**config.mk**
```make
export PLATFORM = sky130hd
export DESIGN_NAME = i2c_tgt_wdog
export DESIGN_NICKNAME = d
export VERILOG_FILES = /design/src/rtl/i2c_tgt_pkg.sv /design/src/rtl/i2c_bus_sampler.sv /design/src/rtl/i2c_txn_wdog.sv /design/src/rtl/i2c_tgt_regs.sv /design/src/rtl/i2c_tgt_wdog.sv
export SDC_FILE = /design/constraint.sdc
export NUM_CORES = 1
export LEC_CHECK = 0
export BUFFER_PORTS_ARGS = -buffer_cell sky130_fd_sc_hd__buf_2
export CORE_MARGIN = 8
export CORE_UTILIZATION = 63
export CTS_CLUSTER_SIZE = 16
export DETAILED_ROUTE_END_ITERATION = 12
export MAX_ROUTING_LAYER = met4
export PLACE_DENSITY_LB_ADDON = 0.2
export RECOVER_POWER = 100
export REMOVE_ABC_BUFFERS = 1
export SLEW_MARGIN = 10
export SYNTH_ARGS = -nofsm -noshare
export SYNTH_HDL_FRONTEND = slang
export SYNTH_HIERARCHICAL = 1
export SYNTH_SLANG_ARGS = --single-unit
```
**constraint.sdc**
```tcl
create_clock -name clk -period 3.05 [get_ports clk]
set_input_delay 0.305 -clock clk [delete_from_list [all_inputs] [get_ports clk]]
set_output_delay 0.305 -clock clk [all_outputs]
set_load 0.02 [all_outputs]
```
**src/rtl/i2c_tgt_pkg.sv**
```systemverilog
package i2c_tgt_pkg;

  localparam int BYTE_W = 8;

  typedef enum logic [3:0] {
    ST_IDLE,
    ST_ADDR,
    ST_ADDR_ACK,
    ST_WR_BYTE,
    ST_WR_ACK,
    ST_RD_BYTE,
    ST_RD_MACK,
    ST_SKIP,
    ST_TMO
  } tgt_state_e;

  typedef struct packed {
    logic scl;
    logic sda;
    logic start;
    logic stop;
    logic rise;
    logic fall;
  } bus_evt_t;

endpackage

```
**src/rtl/i2c_bus_sampler.sv**
```systemverilog
module i2c_bus_sampler
  import i2c_tgt_pkg::*;
#(
  parameter int SYNC_STAGES = 2
) (
  input  logic     clk,
  input  logic     rst,
  input  logic     scl_i,
  input  logic     sda_i,
  output bus_evt_t evt
);

  localparam int CHAIN = SYNC_STAGES + 1;

  logic [CHAIN-1:0] scl_sh;
  logic [CHAIN-1:0] sda_sh;
  logic             scl_cur, scl_prev, sda_cur, sda_prev;

  // Idle bus is high: reset the chains to 1 so no false condition appears.
  always_ff @(posedge clk) begin
    if (rst) begin
      scl_sh <= '1;
      sda_sh <= '1;
    end else begin
      scl_sh <= {scl_sh[CHAIN-2:0], scl_i};
      sda_sh <= {sda_sh[CHAIN-2:0], sda_i};
    end
  end

  assign scl_cur  = scl_sh[SYNC_STAGES-1];
  assign sda_cur  = sda_sh[SYNC_STAGES-1];
  assign scl_prev = scl_sh[SYNC_STAGES];
  assign sda_prev = sda_sh[SYNC_STAGES];

  always_comb begin
    evt.scl   = scl_cur;
    evt.sda   = sda_cur;
    evt.start = scl_cur & scl_prev & sda_prev & ~sda_cur;
    evt.stop  = scl_cur & scl_prev & ~sda_prev & sda_cur;
    evt.rise  = ~scl_prev & scl_cur;
    evt.fall  = scl_prev & ~scl_cur;
  end

endmodule

```
**src/rtl/i2c_txn_wdog.sv**
```systemverilog
module i2c_txn_wdog #(
  parameter int unsigned LIMIT = (1 << 18) + 8
) (
  input  logic clk,
  input  logic rst,
  input  logic start,
  input  logic stop,
  input  logic block,
  output logic expire
);

  localparam int CW = $clog2(LIMIT + 1);

  logic          armed;
  logic [CW-1:0] cnt;

  assign expire = armed && (cnt == CW'(LIMIT - 1));

  always_ff @(posedge clk) begin
    if (rst) begin
      armed <= 1'b0;
      cnt   <= '0;
    end else if (stop) begin
      armed <= 1'b0;
      cnt   <= '0;
    end else if (expire) begin
      armed <= 1'b0;
    end else if (armed) begin
      cnt <= cnt + CW'(1);
    end else if (start && !block) begin
      armed <= 1'b1;
      cnt   <= '0;
    end
  end

  AST_WD_NO_RESTART: assert property (@(posedge clk) disable iff (rst)
    (armed && start && !stop && !expire) |=> (cnt == $past(cnt) + CW'(1)));
  AST_WD_BOUND: assert property (@(posedge clk) disable iff (rst)
    armed |-> (cnt < CW'(LIMIT)));
  AST_WD_STOP_CLEAR: assert property (@(posedge clk) disable iff (rst)
    stop |=> !armed);

endmodule

```
**src/rtl/i2c_tgt_regs.sv**
```systemverilog
module i2c_tgt_regs #(
  parameter int DEPTH = 16,
  parameter int W     = 8
) (
  input  logic                     clk,
  input  logic                     we,
  input  logic [$clog2(DEPTH)-1:0] waddr,
  input  logic [W-1:0]             wdata,
  input  logic [$clog2(DEPTH)-1:0] raddr,
  output logic [W-1:0]             rdata
);

  logic [W-1:0] mem [DEPTH];

  always_ff @(posedge clk) begin
    if (we) mem[waddr] <= wdata;
    rdata <= mem[raddr];
  end

endmodule

```
**src/rtl/i2c_tgt_wdog.sv**
```systemverilog
module i2c_tgt_wdog
  import i2c_tgt_pkg::*;
#(
  parameter logic [6:0]  TGT_ADDR    = 7'h42,
  parameter int          DEPTH       = 16,
  parameter int unsigned WDOG_LIMIT  = (1 << 18) + 8,
  parameter int          SYNC_STAGES = 2
) (
  input  logic clk,
  input  logic rst,
  input  logic scl_i,
  input  logic sda_i,
  output logic sda_oe_o,
  output logic tmo_pulse_o,
  output logic tmo_flag_o
);

  localparam int PW = $clog2(DEPTH);

  bus_evt_t          ev;
  tgt_state_e        state;
  logic              expire;
  logic [3:0]        bitcnt;
  logic [BYTE_W-1:0] shreg, txreg, rdata, wdata;
  logic [PW-1:0]     ptr, waddr;
  logic              we, rw, first, mack;
  logic              sda_oe, tmo_pulse, tmo_flag;

  i2c_bus_sampler #(.SYNC_STAGES(SYNC_STAGES)) u_smp (
    .clk(clk), .rst(rst), .scl_i(scl_i), .sda_i(sda_i), .evt(ev)
  );

  i2c_txn_wdog #(.LIMIT(WDOG_LIMIT)) u_wd (
    .clk(clk), .rst(rst), .start(ev.start), .stop(ev.stop),
    .block(state == ST_TMO), .expire(expire)
  );

  i2c_tgt_regs #(.DEPTH(DEPTH), .W(BYTE_W)) u_regs (
    .clk(clk), .we(we), .waddr(waddr), .wdata(wdata),
    .raddr(ptr), .rdata(rdata)
  );

  always_ff @(posedge clk) begin
    if (rst) begin
      state     <= ST_IDLE;
      bitcnt    <= '0;
      shreg     <= '0;
      txreg     <= '0;
      ptr       <= '0;
      waddr     <= '0;
      wdata     <= '0;
      we        <= 1'b0;
      rw        <= 1'b0;
      first     <= 1'b0;
      mack      <= 1'b1;
      sda_oe    <= 1'b0;
      tmo_pulse <= 1'b0;
      tmo_flag  <= 1'b0;
    end else begin
      we        <= 1'b0;
      tmo_pulse <= 1'b0;
      if (expire) begin
        // Abrupt drop-off: release SDA whatever the bus phase.
        state     <= ST_TMO;
        sda_oe    <= 1'b0;
        tmo_pulse <= 1'b1;
        tmo_flag  <= 1'b1;
      end else if (state == ST_TMO) begin
        if (ev.stop) state <= ST_IDLE;
      end else if (ev.stop) begin
        state  <= ST_IDLE;
        sda_oe <= 1'b0;
      end else if (ev.start) begin
        state  <= ST_ADDR;
        bitcnt <= '0;
        sda_oe <= 1'b0;
      end else begin
        unique case (state)
          ST_ADDR: begin
            if (ev.rise) begin
              shreg  <= {shreg[BYTE_W-2:0], ev.sda};
              bitcnt <= bitcnt + 4'd1;
            end else if (ev.fall && bitcnt == 4'd8) begin
              if (shreg[BYTE_W-1:1] == TGT_ADDR) begin
                sda_oe <= 1'b1;
                rw     <= shreg[0];
                state  <= ST_ADDR_ACK;
              end else begin
                state <= ST_SKIP;
              end
            end
          end
          ST_ADDR_ACK: begin
            if (ev.fall) begin
              bitcnt <= '0;
              if (rw) begin
                txreg  <= rdata;
                sda_oe <= ~rdata[BYTE_W-1];
                state  <= ST_RD_BYTE;
              end else begin
                sda_oe <= 1'b0;
                first  <= 1'b1;
                state  <= ST_WR_BYTE;
              end
            end
          end
          ST_WR_BYTE: begin
            if (ev.rise) begin
              shreg  <= {shreg[BYTE_W-2:0], ev.sda};
              bitcnt <= bitcnt + 4'd1;
            end else if (ev.fall && bitcnt == 4'd8) begin
              sda_oe <= 1'b1;
              state  <= ST_WR_ACK;
              if (first) begin
                ptr   <= shreg[PW-1:0];
                first <= 1'b0;
              end else begin
                we    <= 1'b1;
                waddr <= ptr;
                wdata <= shreg;
                ptr   <= ptr + PW'(1);
              end
            end
          end
          ST_WR_ACK: begin
            if (ev.fall) begin
              sda_oe <= 1'b0;
              bitcnt <= '0;
              state  <= ST_WR_BYTE;
            end
          end
          ST_RD_BYTE: begin
            if (ev.rise) begin
              bitcnt <= bitcnt + 4'd1;
            end else if (ev.fall) begin
              if (bitcnt == 4'd8) begin
                sda_oe <= 1'b0;
                ptr    <= ptr + PW'(1);
                state  <= ST_RD_MACK;
              end else begin
                txreg  <= {txreg[BYTE_W-2:0], 1'b0};
                sda_oe <= ~txreg[BYTE_W-2];
              end
            end
          end
          ST_RD_MACK: begin
            if (ev.rise) begin
              mack <= ev.sda;
            end else if (ev.fall) begin
              if (!mack) begin
                txreg  <= rdata;
                sda_oe <= ~rdata[BYTE_W-1];
                bitcnt <= '0;
                state  <= ST_RD_BYTE;
              end else begin
                state <= ST_SKIP;
              end
            end
          end
          default: ;
        endcase
      end
    end
  end

  assign sda_oe_o    = sda_oe;
  assign tmo_pulse_o = tmo_pulse;
  assign tmo_flag_o  = tmo_flag;

  AST_OE_RISE_SCL_LOW: assert property (@(posedge clk) disable iff (rst)
    $rose(sda_oe) |-> !$past(ev.scl));
  AST_OE_FALL_SCL_LOW: assert property (@(posedge clk) disable iff (rst)
    ($fell(sda_oe) && !tmo_pulse) |-> !$past(ev.scl));
  AST_TMO_SILENT: assert property (@(posedge clk) disable iff (rst)
    (state == ST_TMO) |-> !sda_oe);
  AST_TMO_ONE_CYCLE: assert property (@(posedge clk) disable iff (rst)
    tmo_pulse |=> !tmo_pulse);
  AST_TMO_IGNORE_START: assert property (@(posedge clk) disable iff (rst)
    (state == ST_TMO && ev.start && !expire) |=> (state == ST_TMO));
  AST_SKIP_SILENT: assert property (@(posedge clk) disable iff (rst)
    (state == ST_SKIP) |-> !sda_oe);

endmodule

```
==> results of run 1 <==
[registers in the layout, summed over array words and instances, names as in the netlist, 3 cells and up]
register / flops
bitcnt: 4
ptr: 4
shreg: 8
state: 4
txreg: 7
u_regs/mem: 128
u_regs/rdata: 8
u_smp/scl_sh: 3
u_smp/sda_sh: 3
u_wd/cnt: 19
waddr: 4
wdata: 8
[area by class of cell]
class	count	area (um2)
Timing Repair Buffer	28	164
Sequential cell	208	5450
Tap cell	180	225
Fill cell	918	4030
Inverter	13	48.8
Multi-Input combinational cell	423	3250
Clock buffer	25	572
Clock inverter	14	206
[repair_timing]
action / in CTS / in global routing
buffers inserted: 0 / 0
hold buffers: 2 / 0
hold endpoints to repair: 2 / 0
[where the power goes]
part / switching, mW / total, mW / leakage (nW) / internal, mW
clock network: 1.08 / 2.85 / 0.383 / 1.77
registers: 0.0280 / 3.02 / 1.84 / 3.00
logic: 0.299 / 0.467 / 1.09 / 0.168
[worst paths after layout]
path                         from         endpoint  slack [ps]  cells past startpoint
setup reg to reg      u_wd/cnt[0]         wdata[3]         150                      8
setup / recovery      u_wd/cnt[0]         wdata[3]         150                      8
hold / removal                rst               rw         240                      2
hold reg to reg   u_smp/sda_sh[0]  u_smp/sda_sh[1]         440                      1
[layout by cell type (no fill, tap or decap), drive strengths merged, types with 14 or more instances in the layout]
| master | count |
|---|---|
| a21oi | 36 |
| a22oi | 16 |
| a311oi | 15 |
| buf | 14 |
| clkbuf | 37 |
| dfxtp | 80 |
| edfxtp | 128 |
| inv | 14 |
| mux2i | 22 |
| mux4 | 32 |
| nand2 | 48 |
| nand3 | 15 |
| nor2 | 57 |
| nor3 | 14 |
| o21ai | 16 |
[per-layer routing]
| layer | wire length [um] | vias to the layer above |
|---|---|---|
| met5 | 0 | - |
| met4 | 697 | 0 |
| met3 | 895 | 55 |
| met2 | 10200 | 222 |
| met1 | 8450 | 2971 |
| li1 | - | 2708 |
==> flow_summary.yaml, run 1 <==
clock_tree:
  cts_tree: "done"
  max-clock-path-buffers: 3
  cts_buffers: 22
  cts-resized-gates: 0
  root_buffer: "clkbuf_16"
  cts.sinks: 208
  clk_pin_slew_worst_paths_ps: 60
  insertion_delay_ps: 500
  htreeDepth: 1
sta:
  postLayoutSetupSlackWorst_ps: 147
  fin_crit_ps: 2900
  max_freq_mhz: 344
  finalClockSkew_ps: 10.1
  slew_headroom_pct: 16.1
  fin_crit_sh_pct: 95.2
  hold_ws_ps: 242
  grt_setup_unrepaired: "no"
  setup_viol: 0
  tightest_slew_ps: 1260
  timing.final.hold_violations: 0
  finalSetupTns_ps: 0
  maxSlewViolCount: 0
route:
  vias: 5956
  wl_um: 20300
  drc: 0
  dr.first_iter.drc_count: 503
  drtAntennaViolNets: 0
  wire_per_inst_um: 22.7
  first_pass_iters: 5
  routed_via_density: 6.68
floorplan:
  num_rows: 43
  dieWidth_um: 136
  initial_core_util_pct: 64.7
  dieArea_um2: 18400
  die_h_um: 136
  core_um2: 13900
  io_pins: 7
critical_path:
  start_kind: "flop"
  critical_path.top_delay_family: "simple AND/OR/NAND/NOR gates"
  cp_data_required_time_ps: 3440
  critPathMaxStageDelay_ps: 670
  cp_num_buf_inv: 0
  slowest_stage: "or3_1"
  cp_data_arrival_time_ps: 3290
  path_cells: "ha_1, nand4_1, nor2_1, or3_1, or4_4, or3_1, mux2i_1, nor2_1"
  path_max_fanout: 13
  end_kind: "flop"
  crit_type: "reg -> reg"
place:
  portBuffers: 6
  postPlaceCellArea_um2: 9180
  dpl.hpwl_um: 12100
  routabilityCongestion: 0.902
  post-place-ws_ps: 163
  post-place-cells: 850
global_route:
  grt.busiest_layer: "met2"
  met1_usage_pct: 26.9
  use_met2_pct: 38.2
  grtUsageTotal_pct: 22.5
  grt_max_degree: 37
  use_met3_pct: 3.15
  first_global_vias: 5721
  overflow: 0
  grt_pass1_wl_um: 31500
  antenna_found_initial: 0
yosys:
  yosys_warnings: 6
  syn_avg_cell_area_um2: 13.1
  syn_area_um2: 9010
  synth_cells: 687
power:
  total_power_mw: 6.34
  ir_drop_mv: 0.767
  p_leak_nw: 3.31
  powerDensity_nw_per_um2: 640
cells_and_area:
  final_cells: 891
  utilization_pct: 71.1
  nets: 704
  drive_above_1_share_pct: 12.9
  postLayoutCellArea_um2: 9910
  syn_to_final_growth_pct: 9.93
  num_antenna_cells: 0
run:
  max-cap-violations: 0
run_status:
  status: "completed"
worst_hold_path:
  hp-class: "in -> reg"
Power figures use the tool's default switching activity.
==> run 2: changes to the inputs <==
CTS_CLUSTER_DIAMETER = 200   (was default)
GPL_ROUTABILITY_DRIVEN = 1   (was default)
REMOVE_ABC_BUFFERS = default   (was 1)
==> run 2 against run 1 <==
Global-route usage decreased by 1.5 points. Sequential power hardly changed. Hold slack worse by 220 ps. Worst setup slack better by 68 ps. Critical path depth unchanged. Die area is the same. Largest cell class unchanged. Critical path type unchanged.
==> flow_summary.yaml, run 2 (same netlist as run 1, synthesis figures left out) <==
power:
  p_leak_nw: 3.13
  powerDensity_nw_per_um2: 561
  switching_share_pct: 22.8
  p_switching_mw: 1.22
  total_power_mw: 5.37
  p_int_mw: 4.15
  seqPwrFrac_pct: 56.2
  ir_drop_mv: 0.581
  pwr-share-comb_pct: 8.5
  clkPwrFrac_pct: 35.3
yosys:
  mappedNetlistNets: 695
cells_and_area:
  nets: 696
  largest-register: "u_regs/mem"
  postLayoutCellArea_um2: 9570
  mostFrequentLayoutCells: "edfxtp_1, dfxtp_1, nor2_1"
  mostFrequentLayoutCell: "edfxtp_1"
  num_antenna_cells: 0
  largest_reg_flops: 128
  drive_above_1_share_pct: 10.2
  reg_top3: "u_regs/mem (128), u_wd/cnt (19)"
  syn_to_final_growth_pct: 6.14
sta:
  maxSlewViolCount: 0
  slew_headroom_pct: 19.2
  finalSetupTns_ps: 0
  grt_setup_unrepaired: "no"
  timing.final.hold_violations: 0
  finalClockSkew_ps: 17.5
  tightest_slew_ps: 1210
  setup_viol: 0
  fin_crit_ps: 2840
  fin_crit_sh_pct: 93.0
  max_freq_mhz: 353
global_route:
  antenna_found_initial: 0
  grtUsageTotal_pct: 21.1
  grt_pass1_wl_um: 29800
  grt_max_degree: 38
  first_global_vias: 5570
  overflow: 0
floorplan:
  num_rows: 43
  dieWidth_um: 136
  die_h_um: 136
  io_pins: 7
  initial_core_util_pct: 64.7
  core_um2: 13900
  dieArea_um2: 18400
critical_path:
  cp_data_arrival_time_ps: 3180
  start_kind: "flop"
  end_kind: "flop"
  path_max_fanout: 13
  crit_path_start: "u_wd/cnt[0]"
  crit_type: "reg -> reg"
  regToRegStartpoint: "u_wd/cnt[0]"
  cp_data_required_time_ps: 3400
clock_tree:
  clk_pin_slew_worst_paths_ps: 70
  hold_buffers: 1
  root_buffer: "clkbuf_16"
  max-clock-path-buffers: 3
  cts-resized-gates: 0
  htreeDepth: 1
  cts_setup_buffers: 0
  cts_buffers: 16
  cts_tree: "done"
  cts.sinks: 208
  insertion_delay_ps: 480
route:
  dr.first_iter.drc_count: 605
  first_pass_iters: 5
  vias: 5803
  wl_um: 18800
  drc: 0
  routed_via_density: 6.62
  wire_per_inst_um: 21.5
  drtAntennaViolNets: 0
run_status:
  status: "completed"
worst_hold_path:
  hp-class: "in -> reg"
  holdCritStartpoint: "scl_i"
place:
  routabilityCongestion: 0.911
  portBuffers: 6
  dpl.hpwl_um: 12100
  postPlaceCellArea_um2: 9170
run:
  max-cap-violations: 0
-- run 2: area by class of cell --
type	count	area [um2]
clock inverter	1	16.3
clock buffer	25	434
multi-input combinational	423	3250
inverter	13	48.8
fill	989	4370
timing repair buffer	26	145
tap	180	225
sequential	208	5450
-- run 2: power groups by stage --
stage | registers [mW] | clock network (mW) | logic (mW)
2_1_floorplan | 3.09 | 0 | 0.340
3_3_place_gp | 3.08 | 0 | 0.442
3_5_place_dp | 3.08 | 0 | 0.450
4_1_cts | 3.02 | 1.95 | 0.453
5_1_grt | 3.02 | 2.03 | 0.495
6_report | 3.02 | 1.90 | 0.455
-- run 2: layer usage --
layer	global-route usage [%]	routed length, um	part of all wire, %
met5	-	0	0
met4	6.79	532	2.8
met3	2.86	919	4.9
met2	34.8	9340	50
met1	26.4	8030	43
-- run 2: stage by stage --
stage               hold WS [ps]  util, %  std cells  setup slack, ps
floorplan                    383        -        687              386
global placement             423     65.8        849              343
detailed placement           415     65.8        849              235
CTS                         17.9     69.1        876              211
global route                28.1     68.6        876             67.3
finish                      25.2     68.6        876              215
-- run 2: worst max-delay path: stages (launching register included) --
cell     delay [ps]
dfxtp_1         360
ha_1            280
nand4_1         130
nor2_1           70
or3_1           390
or4_4           460
or3_1           670
mux2i_1         270
nor2_1           70
-- run 2: path summary, 6_finish.rpt --
| path | to | slack, ps | cells past startpoint |
|---|---|---|---|
| min | u_smp/scl_sh[0] | 30 | 2 |
| max reg2reg | wdata[4] | 210 | 8 |
| max | wdata[4] | 210 | 8 |
| min reg2reg | u_smp/scl_sh[1] | 440 | 1 |
==> run 3: changes to the inputs <==
PLACE_DENSITY = 0.79   (was default)
PLACE_DENSITY_LB_ADDON = default   (was 0.2)
==> run 3 against run 2 <==
Worst setup slack got worse by 19 ps. Sequential power barely moved. Global-route usage rose by 0.46 points. Final cell count rose by 0.34%. Via count rose by 0.74%. Highest routed layer unchanged.
==> flow_summary.yaml, run 3 (same netlist as run 1, synthesis figures left out) <==
run_status:
  status: "completed"
sta:
  setup_viol: 0
  finalSetupTns_ps: 0
  max_freq_mhz: 350
  timing.final.hold_violations: 0
  tightest_slew_ps: 1240
  fin_crit_ps: 2850
  postLayoutSetupSlackWorst_ps: 196
  grt_setup_unrepaired: "no"
  fin_crit_sh_pct: 93.6
  finalClockSkew_ps: 13.2
  slew_headroom_pct: 17.2
  maxSlewViolCount: 0
cells_and_area:
  largest_reg_flops: 128
  mostFrequentLayoutCell: "edfxtp_1"
  num_antenna_cells: 0
  syn_to_final_growth_pct: 6.48
  utilization_pct: 68.9
  drive_above_1_share_pct: 10.4
  reg_top3: "u_regs/mem (128), u_wd/cnt (19)"
  mostFrequentLayoutCells: "edfxtp_1, dfxtp_1, nor2_1"
  largest-register: "u_regs/mem"
  nets: 698
  postLayoutCellArea_um2: 9600
power:
  ir_drop_mv: 0.539
  clkPwrFrac_pct: 35.8
  total_power_mw: 5.42
  powerDensity_nw_per_um2: 565
  p_leak_nw: 3.15
  seqPwrFrac_pct: 55.7
  p_switching_mw: 1.22
  pwr-share-comb_pct: 8.5
  switching_share_pct: 22.6
  p_int_mw: 4.20
clock_tree:
  cts.sinks: 208
  root_buffer: "clkbuf_16"
  cts_buffers: 16
  clk_pin_slew_worst_paths_ps: 70
  max-clock-path-buffers: 3
  htreeDepth: 1
  insertion_delay_ps: 480
  cts_tree: "done"
critical_path:
  rrSetupSlack_ps: 200
  cp_data_arrival_time_ps: 3210
  end_kind: "flop"
  cp_data_required_time_ps: 3400
  start_kind: "flop"
  path_max_fanout: 13
  crit_type: "reg -> reg"
route:
  wl_um: 18900
  wire_per_inst_um: 21.6
  drc: 0
  drtAntennaViolNets: 0
  first_pass_iters: 5
  routed_via_density: 6.65
  vias: 5846
  dr.first_iter.drc_count: 641
place:
  routabilityCongestion: 0.880
  post-place-ws_ps: 219
  postPlaceCellArea_um2: 9170
  dpl.hpwl_um: 12300
  portBuffers: 6
floorplan:
  dieArea_um2: 18400
  core_um2: 13900
  initial_core_util_pct: 64.7
  die_h_um: 136
  io_pins: 7
  dieWidth_um: 136
  num_rows: 43
global_route:
  antenna_found_initial: 0
  first_global_vias: 5797
  grt_pass1_wl_um: 30600
  overflow: 0
  grt_max_degree: 40
  grtUsageTotal_pct: 21.5
yosys:
  mappedNetlistNets: 695
run:
  max-cap-violations: 0
worst_hold_path:
  hp-class: "in -> reg"
## run 3: area by class of cell
| type | count | area [um2] |
|---|---|---|
| Fill cell | 960 | 4340 |
| Multi-Input combinational cell | 423 | 3250 |
| Tap cell | 180 | 225 |
| Sequential cell | 208 | 5450 |
| Inverter | 13 | 48.8 |
| Timing Repair Buffer | 28 | 163 |
| Clock buffer | 27 | 463 |
## run 3: repair_timing
action,CTS,global route
buffers inserted,0,0
setup endpoints to repair,0,1
gates resized for setup,0,1
hold buffers,2,0
endpoints found under the hold margin,2,0
## run 3: power groups by stage
| stage | Combinational [mW] | Clock, mW | Sequential (mW) |
|---|---|---|---|
| after CTS | 0.457 | 1.98 | 3.02 |
| after detailed placement | 0.452 | 0 | 3.08 |
| final | 0.459 | 1.94 | 3.02 |
| after global placement | 0.440 | 0 | 3.08 |
| after floorplan | 0.340 | 0 | 3.09 |
| after global routing | 0.508 | 2.09 | 3.02 |
## run 3: per-layer routing
metal	routed length [um]	up-vias	share of wire [%]	track usage, %
li1	-	2687	-	-
met5	0	-	0	-
met2	9490	232	50	35.2
met1	7660	2871	40	26.3
met4	686	0	3.6	9.01
met3	1100	56	5.8	3.15
## run 3: final timing paths
path                                       from         endpoint  depth (start not counted)
worst max-delay path                u_wd/cnt[0]         waddr[1]                          8
worst min-delay path                        rst       tmo_flag_o                          2
worst max register to register      u_wd/cnt[0]         waddr[1]                          8
worst min register to register  u_smp/scl_sh[0]  u_smp/scl_sh[1]                          1
## run 3: stage by stage
stage | hold slack, ps | cells
final | 279 | 879
after global routing | 343 | 879
after CTS | 144 | 879
after detailed placement | 416 | 850
after global placement | 421 | 850
after floorplan | 383 | 687
## run 3: worst max-delay path: stages, from the launching register on
cell and delay (ps):
dfxtp_1 360, ha_1 290, nand4_1 140, nor2_1 70
or3_1 400, or4_4 460, or3_2 680, mux2i_1 270
nor2_1 70
